**src/rtl/sdram_lp_pkg.sv**
```systemverilog
package sdram_lp_pkg;

  typedef enum logic [3:0] {
    ST_IDLE,
    ST_PRE,
    ST_WAIT_RP,
    ST_AREF,
    ST_WAIT_RC,
    ST_SR_ENTER,
    ST_SR_HOLD,
    ST_SR_EXIT,
    ST_PD_ENTER,
    ST_PD_HOLD,
    ST_PD_EXIT
  } lp_state_e;

  typedef struct packed {
    logic cke;
    logic ras_n;
    logic cas_n;
    logic we_n;
    logic sel;
  } lp_pins_t;

  localparam lp_pins_t PINS_NOP    = '{cke: 1'b1, ras_n: 1'b1, cas_n: 1'b1, we_n: 1'b1, sel: 1'b0};
  localparam lp_pins_t PINS_LOWNOP = '{cke: 1'b0, ras_n: 1'b1, cas_n: 1'b1, we_n: 1'b1, sel: 1'b0};
  localparam lp_pins_t PINS_PREALL = '{cke: 1'b1, ras_n: 1'b0, cas_n: 1'b1, we_n: 1'b0, sel: 1'b1};
  localparam lp_pins_t PINS_AREF   = '{cke: 1'b1, ras_n: 1'b0, cas_n: 1'b0, we_n: 1'b1, sel: 1'b0};
  localparam lp_pins_t PINS_SRENT  = '{cke: 1'b0, ras_n: 1'b0, cas_n: 1'b0, we_n: 1'b1, sel: 1'b0};

  // Pin pattern driven while the sequencer sits in a given state.
  function automatic lp_pins_t pins_for(lp_state_e s);
    case (s)
      ST_PRE:      return PINS_PREALL;
      ST_AREF:     return PINS_AREF;
      ST_SR_ENTER: return PINS_SRENT;
      ST_SR_HOLD,
      ST_PD_ENTER,
      ST_PD_HOLD:  return PINS_LOWNOP;
      default:     return PINS_NOP;
    endcase
  endfunction

endpackage

```
**src/rtl/lp_delay_timer.sv**
```systemverilog
// Down-counter shared by the precharge wait and the row-cycle recovery wait.
module lp_delay_timer #(
  parameter int W = 4
) (
  input  logic         clk,
  input  logic         rst,
  input  logic         load,
  input  logic [W-1:0] load_val,
  output logic         zero
);
  logic [W-1:0] cnt_q;

  always_ff @(posedge clk) begin
    if (rst)               cnt_q <= '0;
    else if (load)         cnt_q <= load_val;
    else if (cnt_q != '0)  cnt_q <= cnt_q - 1'b1;
  end

  assign zero = (cnt_q == '0);
endmodule

```
**src/rtl/lp_pd_residency.sv**
```systemverilog
// Counts clock-enable-low cycles spent in power down, saturating at LIMIT.
module lp_pd_residency #(
  parameter int LIMIT = 1560
) (
  input  logic clk,
  input  logic rst,
  input  logic start,
  input  logic run,
  output logic at_limit
);
  localparam int CW = $clog2(LIMIT + 1);
  localparam logic [CW-1:0] LIM = CW'(LIMIT);

  logic [CW-1:0] cnt_q;

  always_ff @(posedge clk) begin
    if (rst)                     cnt_q <= '0;
    else if (start)              cnt_q <= CW'(1);
    else if (run && cnt_q != LIM) cnt_q <= cnt_q + 1'b1;
  end

  assign at_limit = (cnt_q == LIM);
endmodule

```
**src/rtl/lp_pin_driver.sv**
```systemverilog
// Registers the memory-facing pins from the next state so every output is a flop.
module lp_pin_driver
  import sdram_lp_pkg::*;
(
  input  logic      clk,
  input  logic      rst,
  input  lp_state_e state_nxt,
  output logic      cke,
  output logic      ras_n,
  output logic      cas_n,
  output logic      we_n,
  output logic      sel,
  output logic      busy
);
  lp_pins_t pins_q;
  logic     busy_q;

  always_ff @(posedge clk) begin
    if (rst) begin
      pins_q <= PINS_NOP;
      busy_q <= 1'b0;
    end else begin
      pins_q <= pins_for(state_nxt);
      busy_q <= (state_nxt != ST_IDLE);
    end
  end

  assign cke   = pins_q.cke;
  assign ras_n = pins_q.ras_n;
  assign cas_n = pins_q.cas_n;
  assign we_n  = pins_q.we_n;
  assign sel   = pins_q.sel;
  assign busy  = busy_q;
endmodule

```
**src/rtl/sdram_lp_seq.sv**
```systemverilog
module sdram_lp_seq
  import sdram_lp_pkg::*;
#(
  parameter int T_RP  = 3,
  parameter int T_RC  = 9,
  parameter int T_REF = 1560
) (
  input  logic clk,
  input  logic rst,
  input  logic refresh_req,
  input  logic selfref_req,
  input  logic pwrdn_req,
  input  logic banks_idle,
  output logic cke,
  output logic ras_n,
  output logic cas_n,
  output logic we_n,
  output logic all_bank_sel,
  output logic busy
);
  localparam int TMAX = (T_RC > T_RP) ? T_RC : T_RP;
  localparam int TW   = $clog2(TMAX + 1);
  localparam logic [TW-1:0] RP_LOAD = TW'(T_RP - 2);
  localparam logic [TW-1:0] RC_LOAD = TW'(T_RC - 2);

  lp_state_e    state_q, state_d;
  logic         ref_pend_q, ref_pend_d;
  logic         tmr_load, tmr_zero;
  logic [TW-1:0] tmr_val;
  logic         res_hit, forced_exit;
  lp_state_e    goal;

  // Highest-priority pending work: refresh, then self refresh, then power down.
  always_comb begin
    if (ref_pend_q)       goal = ST_AREF;
    else if (selfref_req) goal = ST_SR_ENTER;
    else if (pwrdn_req)   goal = ST_PD_ENTER;
    else                  goal = ST_IDLE;
  end

  assign forced_exit = (state_q == ST_PD_HOLD) && res_hit;

  always_comb begin
    state_d  = state_q;
    tmr_load = 1'b0;
    tmr_val  = RC_LOAD;
    case (state_q)
      ST_IDLE:     if (goal != ST_IDLE) state_d = banks_idle ? goal : ST_PRE;
      ST_PRE: begin
        state_d  = ST_WAIT_RP;
        tmr_load = 1'b1;
        tmr_val  = RP_LOAD;
      end
      ST_WAIT_RP:  if (tmr_zero) state_d = goal;
      ST_AREF: begin
        state_d  = ST_WAIT_RC;
        tmr_load = 1'b1;
      end
      ST_WAIT_RC:  if (tmr_zero) state_d = ST_IDLE;
      ST_SR_ENTER: state_d = ST_SR_HOLD;
      ST_SR_HOLD:  if (!selfref_req) state_d = ST_SR_EXIT;
      ST_SR_EXIT: begin
        state_d  = ST_WAIT_RC;
        tmr_load = 1'b1;
      end
      ST_PD_ENTER: state_d = ST_PD_HOLD;
      ST_PD_HOLD:  if (!pwrdn_req || ref_pend_q || res_hit) state_d = ST_PD_EXIT;
      ST_PD_EXIT:  state_d = ST_IDLE;
      default:     state_d = ST_IDLE;
    endcase
  end

  // A refresh stays pending until issued; hitting the residency limit adds one.
  assign ref_pend_d = refresh_req | forced_exit | (ref_pend_q & (state_d != ST_AREF));

  always_ff @(posedge clk) begin
    if (rst) begin
      state_q    <= ST_IDLE;
      ref_pend_q <= 1'b0;
    end else begin
      state_q    <= state_d;
      ref_pend_q <= ref_pend_d;
    end
  end

  lp_delay_timer #(.W(TW)) u_timer (
    .clk      (clk),
    .rst      (rst),
    .load     (tmr_load),
    .load_val (tmr_val),
    .zero     (tmr_zero)
  );

  lp_pd_residency #(.LIMIT(T_REF)) u_res (
    .clk      (clk),
    .rst      (rst),
    .start    ((state_d == ST_PD_ENTER) && (state_q != ST_PD_ENTER)),
    .run      ((state_q == ST_PD_ENTER) || (state_q == ST_PD_HOLD)),
    .at_limit (res_hit)
  );

  lp_pin_driver u_pins (
    .clk       (clk),
    .rst       (rst),
    .state_nxt (state_d),
    .cke       (cke),
    .ras_n     (ras_n),
    .cas_n     (cas_n),
    .we_n      (we_n),
    .sel       (all_bank_sel),
    .busy      (busy)
  );
endmodule

```
**config.mk**
```make
export PLATFORM = sky130hd
export DESIGN_NAME = sdram_lp_seq
export DESIGN_NICKNAME = d
export VERILOG_FILES = /design/src/rtl/sdram_lp_pkg.sv /design/src/rtl/lp_delay_timer.sv /design/src/rtl/lp_pd_residency.sv /design/src/rtl/lp_pin_driver.sv /design/src/rtl/sdram_lp_seq.sv
export SDC_FILE = /design/constraint.sdc
export NUM_CORES = 1
export LEC_CHECK = 0
export ABC_CLOCK_PERIOD_IN_PS = 2960
export BUFFER_PORTS_ARGS = -buffer_cell sky130_fd_sc_hd__buf_2
export CAP_MARGIN = 10
export CORE_MARGIN = 2
export CORE_UTILIZATION = 43
export DETAILED_ROUTE_END_ITERATION = 16
export RECOVER_POWER = 50
export SYNTH_ARGS = -nofsm -noshare
export SYNTH_HDL_FRONTEND = slang
export SYNTH_SLANG_ARGS = --single-unit
```
**constraint.sdc**
```tcl
create_clock -name clk -period 2.96 [get_ports clk]
set_input_delay 0.296 -clock clk [delete_from_list [all_inputs] [get_ports clk]]
set_output_delay 0.296 -clock clk [all_outputs]
set_load 0.005 [all_outputs]
```
==> results_dict.tcl <==
set metrics [dict create \
    synth-simple-area-share_pct 27.8 \
    h-tree-depth 1 \
    critical_path.slowest_cell "or3b_1" \
    final_nets 179 \
    mostFrequentLayoutCell "dfxtp_1" \
    cp_slowest_stage_delay_ns 0.51 \
    synth_nets 168 \
    die_w_um 61.0 \
    antenna_found_initial 0 \
    wire_per_inst_um 12.9 \
    drt-initial-drc-count 31 \
    cp.required_ns 3.20 \
    ctsResizeCount 0 \
    status "finished clean" \
    slew_viol_final 0 \
    avgViaCountPerCell 5.25 \
    place_congestion 0.844 \
    crit_fanout 8 \
    wl_met1_um 1300 \
    wl_um 2730 \
    synth_adder_area_share_pct 3.49 \
    p_comb_share_pct 46.3 \
    setup.worst_path.class "flip-flop to flip-flop" \
    startpoint "u_timer.cnt_q[0]" \
    syn_to_final_growth_pct 4.57 \
    synth_top_family_by_area "simple AND/OR/NAND/NOR gates" \
    worstSetupEndpointType "flip-flop" \
    synth_area_per_cell_sq_um 8.78 \
    clockBufferDepth 2 \
    initial_utilization_pct 45.4 \
    async_flop_share_pct 0 \
    drive_gt1_share_pct 13.1 \
    rsz0062_at_grt "false" \
    seqPwrFrac_pct 42.0 \
    synthMuxAreaShare_pct 0.717 \
    max_freq_ghz 0.434 \
    antennaDiodeCount 0 \
    row_count 20 \
    crit_chain "inv_1 > ha_1 > or3b_1 > or3_1 > o311ai_4 > inv_4 > maj3_2 > o2111ai_2" \
    p_int_mw 0.739 \
    r2r_start "u_timer.cnt_q[0]" \
    met2WireLength_um 1260 \
    leakagePower_nw 0.541 \
    post-route-period-util_pct 77.8 \
    die_y_um 61.0 \
    p_per_area_mw_per_mm2 880 \
    clk_pin_slew_worst_paths_ns 0.14 \
    drtPass1Iterations 4 \
    timing.final.ws_setup_ns 0.658 \
    final.setup.tns_ns 0 \
    top_layer "met4" \
    drc_errors 0 \
    dp_hpwl_um 2070 \
    vias 1112 \
    postSynthCellCount 159 \
    cts_setup_buffers 0 \
    swShare_pct 42.4 \
    cap_violations 0 \
    p_clk_share_pct 11.7 \
    antenna_left 0 \
    insertion_delay_ns 0.31 \
    post-place-ws_ns 0.700 \
    p_sw_mw 0.545 \
    synth_edf_count 0 \
    synth_area_sq_mm 0.00140 \
    setup_violations 0 \
    synth-xor-area-share_pct 7.53 \
    core_area_sq_mm 0.00308 \
    rrSetupSlack_ns 0.66 \
    grt_pass1_vias 1050 \
    slew_headroom_pct 63.3 \
    grt_pass1_wl_um 4500 \
    mostFrequentLayoutCells "dfxtp_1, nor2_1, inv_1, nand2_1, a21oi_1" \
    fin_crit_ns 2.30 \
    clock-root-buffer "clkbuf_4" \
    ys.flop_type "dfxtp_1" \
    place.port_buffers 11 \
    hold_path_class "input port to flip-flop" \
    arrival_ns 2.55 \
    met3_length_um 99 \
    start_kind "flip-flop" \
    cts_tree "built" \
    grt_overflow 0 \
    yosysWarnings 0 \
    yosysUniqueCellTypes 48 \
    grt_max_degree 14 \
    die-area_sq_mm 0.00372 \
    fin_skew_ns 0.00203 \
    cts_hold_buf 0 \
    hold_viol 0 \
    irDropWorstVdd_mv 0.538 \
    numCtsBuffers 3 \
    synth-seq-area-share_pct 37.3 \
    synth_compound_area_share_pct 15.9 \
    cts_sinks 26 \
    grt_util_all_layers_pct 16.6 \
    nFillCells 314 \
    reg2regPathDepth 8 \
    crit_end "u_pins.cke" \
    worstMarginPinSlew_ns 0.543 \
    pin_count 12 \
    ys_ff_latch 26 \
    reg2reg_to "u_pins.cke" \
]
## worst min path at each step
| stage | cells past startpoint | to | start |
|---|---|---|---|
| 6_report | 3 | ref_pend_q | refresh_req |
| 3_3_place_gp | 2 | u_res.cnt_q[10] | u_res.cnt_q[10] |
| 4_1_cts | 3 | ref_pend_q | refresh_req |
| 5_1_grt | 3 | ref_pend_q | refresh_req |
| 3_5_place_dp | 2 | u_res.cnt_q[10] | u_res.cnt_q[10] |
| 2_1_floorplan | 1 | u_pins.sel | rst |
## power groups by stage
stage	combinational (mW)	clock, mW	sequential [mW]
after floorplan	0.578	0	0.492
after global placement	0.592	0	0.541
after detailed placement	0.610	0	0.544
after CTS	0.614	0.158	0.537
after global routing	0.663	0.172	0.548
final	0.595	0.150	0.539
## sequential cells by signal, summed over array words and instances (netlist names)
signal         count
u_pins.we_n        1
ref_pend_q         1
u_pins.cas_n       1
state_q            4
u_pins.cke         1
u_timer.cnt_q      4
u_pins.busy        1
u_pins.ras_n       1
u_pins.sel         1
u_res.cnt_q       11
## logic make-up (layout without fill, tap and decap cells)
kind of cell             after synthesis  after routing
AO/OA/AOI/OAI                         29             29
XOR/XNOR                              12             12
adder cells (fa/ha/maj)                4              4
buffers and inverters                 17             26
flip-flops                            26             26
multiplexers                           1              1
AND/OR/NAND/NOR                       70             70
## worst max-delay path, delay by kind of cell, from the launching register on
family / cells / cell delay, ns
simple gates: 2 / 0.95
buf+inv: 2 / 0.09
flops: 1 / 0.36
compound gates: 2 / 0.32
fa+ha+maj: 2 / 0.51
## synth_stat cells (2+ instances only)
master | n | area share, %
inv_1 | 11 | 3.0
buf_6 | 2 | 1.6
o21ai_1 | 2 | 0.72
nor3_2 | 2 | 1.4
or3b_1 | 2 | 1.3
xor2_1 | 6 | 3.8
nor2_1 | 23 | 6.2
dfxtp_1 | 26 | 37
ha_1 | 3 | 2.7
o21ai_0 | 4 | 1.4
a21oi_1 | 9 | 3.2
a31oi_1 | 3 | 1.3
and2_1 | 2 | 0.90
nor2b_1 | 4 | 1.8
nor3_1 | 3 | 1.1
nand2_1 | 11 | 3.0
and3_1 | 2 | 0.90
nand2b_1 | 4 | 1.8
nand4_1 | 2 | 0.90
nand3_1 | 5 | 1.8
xnor2_1 | 6 | 3.8
## stage by stage
step	instance area, sq um	total power, mW	instances	hold WS, ns	utilization [%]
6_report	1460	1.28	212	0.213	47.4
4_1_cts	1480	1.31	212	0.197	47.9
3_3_place_gp	1450	1.13	209	0.498	47.2
5_1_grt	1460	1.38	212	0.205	47.4
3_5_place_dp	1450	1.15	209	0.502	47.2
2_1_floorplan	1400	1.07	159	0.374	-
## per-layer routing
layer / up-vias / track usage (%)
met1: 503 / 21.0
met4: 0 / 9.32
met5: - / 0
met3: 8 / 2.35
met2: 34 / 27.2
li1: 567 / -
## cell type report
class | count | area (sq um) | area share, %
well taps | 44 | 55.1 | 3.77
clock buffers | 3 | 22.5 | 1.54
repair buffers | 11 | 51.3 | 3.51
flip-flops and latches | 26 | 520 | 35.6
multi-input cells | 116 | 763 | 52.3
inverters | 12 | 47.5 | 3.26
Power figures use the tool's default switching activity.
